[src/rtl/simd_pkg.sv]
package simd_pkg;
    localparam int DATA_W  = 64;
    localparam int SHAMT_W = 6;
    localparam int OP_W    = 5;

    typedef enum logic [OP_W-1:0] {
        OP_ADD   = 5'd0,
        OP_ADDS  = 5'd1,
        OP_ADDUS = 5'd2,
        OP_SUB   = 5'd3,
        OP_SUBS  = 5'd4,
        OP_SUBUS = 5'd5,
        OP_SLL   = 5'd6,
        OP_SRL   = 5'd7,
        OP_SRA   = 5'd8,
        OP_AND   = 5'd9,
        OP_ANDN  = 5'd10,
        OP_OR    = 5'd11,
        OP_XOR   = 5'd12,
        OP_CMPEQ = 5'd13,
        OP_CMPGT = 5'd14,
        OP_MUL16 = 5'd15,
        OP_PACK  = 5'd16
    } alu_op_e;

    typedef enum logic [1:0] {
        LS_8   = 2'd0,
        LS_16  = 2'd1,
        LS_32  = 2'd2,
        LS_32B = 2'd3
    } lane_sz_e;
endpackage

[src/rtl/simd_lane_unit.sv]
module simd_lane_unit
    import simd_pkg::*;
#(
    parameter int DW = 64,
    parameter int LW = 8,
    parameter int CW = 6
) (
    input  logic [DW-1:0] a_i,
    input  logic [DW-1:0] b_i,
    input  alu_op_e       op_i,
    input  logic [CW-1:0] shamt_i,
    output logic [DW-1:0] res_o
);
    localparam int NL = DW / LW;
    localparam logic [LW-1:0] SMAX = {1'b0, {(LW-1){1'b1}}};
    localparam logic [LW-1:0] SMIN = {1'b1, {(LW-1){1'b0}}};
    localparam logic [LW-1:0] UMAX = {LW{1'b1}};

    logic shift_over;
    assign shift_over = (int'(shamt_i) >= LW);

    for (genvar g = 0; g < NL; g++) begin : g_lane
        logic [LW-1:0] la, lb, lr;
        logic [LW:0]   sum, dif;
        logic          s_ovf_add, s_ovf_sub;

        assign la  = a_i[g*LW +: LW];
        assign lb  = b_i[g*LW +: LW];
        assign sum = {1'b0, la} + {1'b0, lb};
        assign dif = {1'b0, la} - {1'b0, lb};
        assign s_ovf_add = (la[LW-1] == lb[LW-1]) && (sum[LW-1] != la[LW-1]);
        assign s_ovf_sub = (la[LW-1] != lb[LW-1]) && (dif[LW-1] != la[LW-1]);

        always_comb begin
            lr = '0;
            case (op_i)
                OP_ADD:   lr = sum[LW-1:0];
                OP_ADDS:  lr = s_ovf_add ? (la[LW-1] ? SMIN : SMAX) : sum[LW-1:0];
                OP_ADDUS: lr = sum[LW] ? UMAX : sum[LW-1:0];
                OP_SUB:   lr = dif[LW-1:0];
                OP_SUBS:  lr = s_ovf_sub ? (la[LW-1] ? SMIN : SMAX) : dif[LW-1:0];
                OP_SUBUS: lr = dif[LW] ? '0 : dif[LW-1:0];
                OP_SLL:   lr = shift_over ? '0 : (la << shamt_i);
                OP_SRL:   lr = shift_over ? '0 : (la >> shamt_i);
                OP_SRA:   lr = shift_over ? {LW{la[LW-1]}}
                                          : LW'($signed(la) >>> shamt_i);
                OP_CMPEQ: lr = {LW{la == lb}};
                OP_CMPGT: lr = {LW{$signed(la) > $signed(lb)}};
                default:  lr = '0;
            endcase
        end

        assign res_o[g*LW +: LW] = lr;
    end
endmodule

[src/rtl/simd_mul16.sv]
module simd_mul16 #(
    parameter int DW = 64
) (
    input  logic [DW-1:0] a_i,
    input  logic [DW-1:0] b_i,
    output logic [DW-1:0] res_o
);
    localparam int LW = 16;
    localparam int NL = DW / LW;

    for (genvar g = 0; g < NL; g++) begin : g_mul
        logic [2*LW-1:0] prod;
        assign prod = {{LW{1'b0}}, a_i[g*LW +: LW]} * {{LW{1'b0}}, b_i[g*LW +: LW]};
        assign res_o[g*LW +: LW] = prod[LW-1:0];
    end
endmodule

[src/rtl/simd_pack.sv]
module simd_pack #(
    parameter int DW = 64,
    parameter int WW = 16
) (
    input  logic [DW-1:0] a_i,
    input  logic [DW-1:0] b_i,
    output logic [DW-1:0] res_o
);
    localparam int NW = WW / 2;
    localparam int NS = DW / WW;
    localparam int TW = WW - NW + 1;

    function automatic logic [NW-1:0] narrow(input logic [WW-1:0] v);
        logic [TW-1:0] top;
        top = v[WW-1:NW-1];
        if ((&top) || !(|top)) return v[NW-1:0];
        return v[WW-1] ? {1'b1, {(NW-1){1'b0}}} : {1'b0, {(NW-1){1'b1}}};
    endfunction

    for (genvar g = 0; g < NS; g++) begin : g_pk
        assign res_o[g*NW +: NW]      = narrow(a_i[g*WW +: WW]);
        assign res_o[(NS+g)*NW +: NW] = narrow(b_i[g*WW +: WW]);
    end
endmodule

[src/rtl/simd_alu.sv]
module simd_alu
    import simd_pkg::*;
#(
    parameter int DW = DATA_W,
    parameter int CW = SHAMT_W
) (
    input  logic              clk,
    input  logic              rst,
    input  logic [DW-1:0]     a_i,
    input  logic [DW-1:0]     b_i,
    input  logic [OP_W-1:0]   op_i,
    input  logic [1:0]        size_i,
    input  logic [CW-1:0]     shamt_i,
    output logic [DW-1:0]     res_o
);
    localparam int NWID = 3;
    localparam int WID [NWID] = '{8, 16, 32};

    alu_op_e  op;
    lane_sz_e sz;
    assign op = alu_op_e'(op_i);
    assign sz = lane_sz_e'(size_i);

    logic [DW-1:0] lane_res [NWID];
    logic [DW-1:0] mul_res, pack16_res, pack32_res;
    logic [DW-1:0] nxt_res;

    for (genvar w = 0; w < NWID; w++) begin : g_width
        simd_lane_unit #(.DW(DW), .LW(WID[w]), .CW(CW)) u_lanes (
            .a_i     (a_i),
            .b_i     (b_i),
            .op_i    (op),
            .shamt_i (shamt_i),
            .res_o   (lane_res[w])
        );
    end

    simd_mul16 #(.DW(DW)) u_mul (
        .a_i   (a_i),
        .b_i   (b_i),
        .res_o (mul_res)
    );

    simd_pack #(.DW(DW), .WW(16)) u_pack16 (
        .a_i   (a_i),
        .b_i   (b_i),
        .res_o (pack16_res)
    );

    simd_pack #(.DW(DW), .WW(32)) u_pack32 (
        .a_i   (a_i),
        .b_i   (b_i),
        .res_o (pack32_res)
    );

    always_comb begin
        nxt_res = '0;
        case (op)
            OP_AND:   nxt_res = a_i & b_i;
            OP_ANDN:  nxt_res = ~a_i & b_i;
            OP_OR:    nxt_res = a_i | b_i;
            OP_XOR:   nxt_res = a_i ^ b_i;
            OP_MUL16: nxt_res = mul_res;
            OP_PACK: begin
                unique case (sz)
                    LS_8:          nxt_res = '0;
                    LS_16:         nxt_res = pack16_res;
                    LS_32, LS_32B: nxt_res = pack32_res;
                endcase
            end
            OP_ADD, OP_ADDS, OP_ADDUS, OP_SUB, OP_SUBS, OP_SUBUS,
            OP_SLL, OP_SRL, OP_SRA, OP_CMPEQ, OP_CMPGT: begin
                unique case (sz)
                    LS_8:          nxt_res = lane_res[0];
                    LS_16:         nxt_res = lane_res[1];
                    LS_32, LS_32B: nxt_res = lane_res[2];
                endcase
            end
            default:  nxt_res = '0;
        endcase
    end

    always_ff @(posedge clk) begin
        if (rst) res_o <= '0;
        else     res_o <= nxt_res;
    end

    AST_RESET_CLEAR: assert property (@(posedge clk) rst |=> (res_o == '0));

    AST_XOR_LATENCY: assert property (@(posedge clk) disable iff (rst)
        (op_i == OP_XOR) |=> (res_o == ($past(a_i) ^ $past(b_i))));

    AST_USAT_NO_WRAP: assert property (@(posedge clk) disable iff (rst)
        (op_i == OP_ADDUS && size_i == LS_8) |=> (res_o[7:0] >= $past(a_i[7:0])));

    AST_SRL_OVER: assert property (@(posedge clk) disable iff (rst)
        (op_i == OP_SRL && int'(shamt_i) >= 32 && size_i[1]) |=> (res_o == '0));

    AST_CMP_MASK: assert property (@(posedge clk) disable iff (rst)
        ((op_i == OP_CMPEQ || op_i == OP_CMPGT) && size_i == LS_16)
        |=> ((res_o[15:0] == '0 || res_o[15:0] == '1) &&
             (res_o[63:48] == '0 || res_o[63:48] == '1)));

    AST_UNUSED_OP_ZERO: assert property (@(posedge clk) disable iff (rst)
        (op_i > OP_PACK) |=> (res_o == '0));
endmodule

[config.mk]
export PLATFORM = sky130hd
export DESIGN_NAME = simd_alu
export DESIGN_NICKNAME = d
export VERILOG_FILES = /design/src/rtl/simd_pkg.sv /design/src/rtl/simd_lane_unit.sv /design/src/rtl/simd_mul16.sv /design/src/rtl/simd_pack.sv /design/src/rtl/simd_alu.sv
export SDC_FILE = /design/constraint.sdc
export NUM_CORES = 2
export LEC_CHECK = 0
export BUFFER_PORTS_ARGS = -buffer_cell sky130_fd_sc_hd__buf_4
export CAP_MARGIN = 5
export CORE_ASPECT_RATIO = 1.5
export CORE_MARGIN = 2
export CORE_UTILIZATION = 35
export DETAILED_ROUTE_END_ITERATION = 16
export GPL_TIMING_DRIVEN = 0
export HOLD_SLACK_MARGIN = 0.15
export SETUP_SLACK_MARGIN = 0.5
export SYNTH_ARGS = -nofsm -noshare
export SYNTH_HDL_FRONTEND = slang
export SYNTH_SLANG_ARGS = --single-unit
[constraint.sdc]
create_clock -name clk -period 19.48 [get_ports clk]
set_clock_uncertainty 0.15 [all_clocks]
set_input_delay 0.974 -clock clk [delete_from_list [all_inputs] [get_ports clk]]
set_output_delay 0.974 -clock clk [all_outputs]
set_load 0.02 [all_outputs]
==> flow_metrics.py, run 1 <==
metrics = {
    "run_status": {
        "outcome": "stopped before the end",
        "failed_stage": "global routing",
        "error_line": "[ERROR GRT-0116] Global routing finished with congestion. Check the congestion regions in the DRC Viewer.",
    },
    "clock_network": {
        "cts_hold_buf": 0,
        "htree_levels": 3,
        "cts_buffers": 9,
        "cts-root-buf": "clkbuf_16",
        "postCtsSetupRepairBufs": 0,
        "clock_sinks": 64,
        "clock_path_buffers": 2,
        "cts-resized-gates": 0,
    },
    "floorplanning": {
        "start_util_pct": 35.2,
        "pin_count": 207,
        "num_rows": 172,
        "fp.dieW_um": 317,
        "die_h_um": 474,
    },
    "logic_synthesis": {
        "synth-edff-count": 0,
        "ys_seq_area_share_pct": 2.49,
        "ys.flop_type": "dfxtp_1",
        "avgSynthCellArea_um2": 6.80,
        "synth_fp_nets": 8472,
        "yosysTopAreaCell": "fa_1",
        "syn_area_um2": 51400,
        "synth_seq_cells": 64,
        "yosys.cell_count.top_type": "nor2_1",
        "synth_top_area_share_pct": 13.3,
        "synth_common_cells": "nor2_1, nand2_1, a21oi_1",
        "synthTopCellsByArea": "fa_1, ha_1, a21oi_1",
        "synthCells": 7568,
        "ys_types": 100,
        "ys_warn_count": 0,
        "async_flop_share_pct": 0,
    },
    "grt": {
        "overflow": 5336,
        "grt_pass1_wl_um": 950000,
        "grt_max_degree": 13,
        "track_usage_pct": 88.2,
        "grt_pass1_vias": 89800,
    },
    "placement": {
        "place_congestion": 1.36,
        "post-dp-hpwl_um": 438000,
        "numPortBuffers": 199,
        "placed_area_um2": 57100,
    },
}
==> per-stage QoR <==
step	std cells	hold slack, ps	utilization (%)	setup slack, ps
2_1_floorplan	7568	1020	-	12550
3_3_place_gp	9681	1230	37.9	6910
3_5_place_dp	9767	1230	39.0	8140
4_1_cts	9783	754	39.2	8600
==> kinds of logic after synthesis <==
kind of cell	Yosys count	share of synthesized area, %
AOI/OAI and AO/OA	2392	29.6
buffers and inverters	1277	9.53
and+or+nand+nor	2379	20.5
adders and majority gates	761	23.5
DFF	64	2.49
muxes	274	7.17
xor gates and xnor gates	421	7.17
==> metal layers <==
metal	track usage (%)	overflow
met5	53.7	6
met4	89.6	1489
met3	75.3	228
met2	103	3467
met1	85.8	146
==> run 2, diff against run 1 <==
--- a/config.mk
+++ b/config.mk
@@ -7,13 +7,11 @@
 export LEC_CHECK = 0
 export BUFFER_PORTS_ARGS = -buffer_cell sky130_fd_sc_hd__buf_4
 export CAP_MARGIN = 5
-export CORE_ASPECT_RATIO = 1.5
 export CORE_MARGIN = 2
-export CORE_UTILIZATION = 35
+export CORE_UTILIZATION = 20
 export DETAILED_ROUTE_END_ITERATION = 16
 export GPL_TIMING_DRIVEN = 0
-export HOLD_SLACK_MARGIN = 0.15
-export SETUP_SLACK_MARGIN = 0.5
+export PLACE_DENSITY_LB_ADDON = 0.15
 export SYNTH_ARGS = -nofsm -noshare
 export SYNTH_HDL_FRONTEND = slang
 export SYNTH_SLANG_ARGS = --single-unit
==> flow_metrics.py, run 2 <==
metrics = {
    "worst_setup_path": {
        "crit_buf_inv": 7,
        "path_delay_family": "buffers and inverters",
        "path_cells": "buf_4 > clkbuf_1 > clkbuf_1 > clkinv_1 > ha_1 > clkbuf_1 > inv_1 > nand2_1 > a311oi_1 > o311a_1 > o31ai_1 > nand2_1 > a21oi_1 > nor2b_1 > nor2_1 > fa_1 > a31oi_1 > nor2_1 > nand3_1 > clkbuf_1 > a2111oi_0 > a211oi_1",
        "worst-setup-path-type": "input pin to flop",
        "cp_common_cell": "clkbuf_1",
        "critPathMaxFanout": 10,
        "cp_slowest_cell": "clkinv_1",
        "crit_cells": 22,
        "slowest_delay_ps": 1010,
        "critical_path.endpoint_type": "flop",
        "cp_data_arrival_time_ps": 11570,
        "cp_data_required_time_ps": 19610,
        "cp-start-kind": "input pin",
    },
    "logic_synthesis": {
        "async_flop_share_pct": 0,
        "yosysTopAreaCell": "fa_1",
        "ys_warn_count": 0,
        "synth_common_cells": "nor2_1, nand2_1, a21oi_1",
        "synth_top_area_share_pct": 13.3,
        "yosys.cell_count.top_type": "nor2_1",
        "ys_types": 100,
        "synth_fp_nets": 8472,
        "synth_seq_cells": 64,
        "syn_area_um2": 51400,
        "ys_seq_area_share_pct": 2.49,
        "avgSynthCellArea_um2": 6.80,
        "synth-edff-count": 0,
        "ys.flop_type": "dfxtp_1",
        "synthCells": 7568,
        "synthTopCellsByArea": "fa_1, ha_1, a21oi_1",
    },
    "final_layout": {
        "layout_commonest_cell": "nor2_1",
        "multi_input_area_um2": 45600,
        "fin_area_um2": 61400,
        "fin_nets": 8853,
        "final_util_pct": 24.0,
        "regArea_um2": 1280,
        "top_register": "res_o",
        "fill_cells": 29100,
        "largest_reg_flops": 64,
        "reg_top3": "res_o: 64 flops",
        "drive_gt1_share_pct": 11.7,
        "final_cell_mix": "nor2_1, nand2_1, a21oi_1",
        "area_delta_synth_final_pct": 19.3,
    },
    "detailed_routing": {
        "drc_errors": 0,
        "drtIter0Drc": 12700,
        "final_antenna_net_count": 0,
        "wire_per_inst_um": 59.4,
        "dr.pass1.iters": 13,
        "drt-vias-per-instance": 6.67,
        "dr_total_vias": 76400,
        "routed_wl_um": 681000,
    },
    "job": {
        "drv_cap": 21,
    },
    "floorplanning": {
        "fp.dieW_um": 511,
        "core_um2": 256000,
        "die_h_um": 511,
        "num_rows": 186,
        "start_util_pct": 20.1,
        "pin_count": 207,
        "die-area_um2": 261000,
    },
    "placement": {
        "placed_area_um2": 60600,
        "numPortBuffers": 199,
        "place_congestion": 1.14,
        "post-dp-hpwl_um": 548000,
    },
    "sta": {
        "fmax_mhz": 87.4,
        "tightest_slew_ps": 1630,
        "hold_viol": 0,
        "fin_crit_ps": 11440,
        "grt_setup_unrepaired": "false",
        "drv_slew": 145,
        "min_period_over_period_pct": 58.7,
        "relSlewSlack_pct": -8.67,
        "setup_tns_ps": 0,
        "finalSetupViolCount": 0,
    },
    "clock_network": {
        "postCtsSetupRepairBufs": 0,
        "cts-root-buf": "clkbuf_16",
        "clock_sinks": 64,
        "cts_buffers": 9,
        "cts_hold_buf": 0,
        "clk_pin_slew_ps": 90,
        "clock_path_buffers": 2,
        "cts_tree": "yes",
        "htree_levels": 3,
        "cts-resized-gates": 0,
    },
    "power": {
        "power.density_nw_per_um2": 82.0,
        "ir_worst_vdd_mv": 0.290,
        "power.total_uw": 5030,
        "p_leak_uw": 0.0249,
    },
    "grt": {
        "grt_pass1_wl_um": 840000,
        "overflow": 0,
        "grt_pass1_vias": 69800,
        "grt_max_degree": 13,
        "grt_antenna_before_repair": 145,
        "track_usage_pct": 50.1,
    },
    "min_path": {
        "hp-class": "input pin to flop",
        "worstHoldPathCells": 4,
    },
    "run_status": {
        "outcome": "finished, violations left",
        "violations": "max-capacitance violations, max-slew violations",
    },
}
run 2: tightest hold or removal path: cells and delay by family:
kind / cells / cell delay (ps)
AO/OA/AOI/OAI: 1 / 180
AND/OR/NAND/NOR: 2 / 170
buffers and inverters: 1 / 220
run 2: area by class of cell:
| class | count | share of cell area [%] |
|---|---|---|
| Inverter | 702 | 4.29 |
| Timing Repair Buffer | 370 | 7.30 |
| Buffer | 575 | 4.08 |
| Clock buffer | 11 | 0.412 |
| Sequential cell | 64 | 2.09 |
| Antenna cell | 120 | 0.489 |
| Tap cell | 3384 | 6.90 |
| Multi-Input combinational cell | 6227 | 74.4 |
| Clock inverter | 5 | 0.0652 |
run 2: layer usage:
metal	share of wire [%]	global-route usage (%)
met5	0.088	0
met3	11	19.0
met1	37	56.6
met2	40	70.2
met4	12	51.5
run 2: stage by stage:
| step | hold slack [ps] | worst slack, ps | std cells |
|---|---|---|---|
| 2_1_floorplan | 1020 | 12550 | 7568 |
| 3_3_place_gp | 1240 | 6430 | 11200 |
| 3_5_place_dp | 1230 | 7990 | 11300 |
| 4_1_cts | 948 | 8370 | 11300 |
| 5_1_grt | 989 | 8680 | 11300 |
| 6_report | 966 | 8040 | 11500 |
run 2: path summary, 6_finish.rpt:
| kind | start | to | slack [ps] |
|---|---|---|---|
| hold / removal | b_i[36] | res_o[36] | 970 |
| setup / recovery | a_i[8] | res_o[26] | 8040 |
run 2: power by group:
part           internal, µW  switching (µW)  total (µW)
registers               140            3.18         143
clock network          93.9             110         204
logic                  1370            3310        4690
run 2: cell families (layout without fill, tap and decap cells):
group | Yosys count | after routing | synth area share, %
multiplexers | 274 | 274 | 7.17
flip-flops | 64 | 64 | 2.49
adder cells (fa/ha/maj) | 761 | 761 | 23.5
buffers and inverters | 1277 | 1663 | 9.53
XOR/XNOR | 421 | 421 | 7.17
AND/OR/NAND/NOR | 2379 | 2379 | 20.5
other | 0 | 120 | 0
AO/OA/AOI/OAI | 2392 | 2392 | 29.6
No activity file was read; power rests on OpenSTA's default activity.
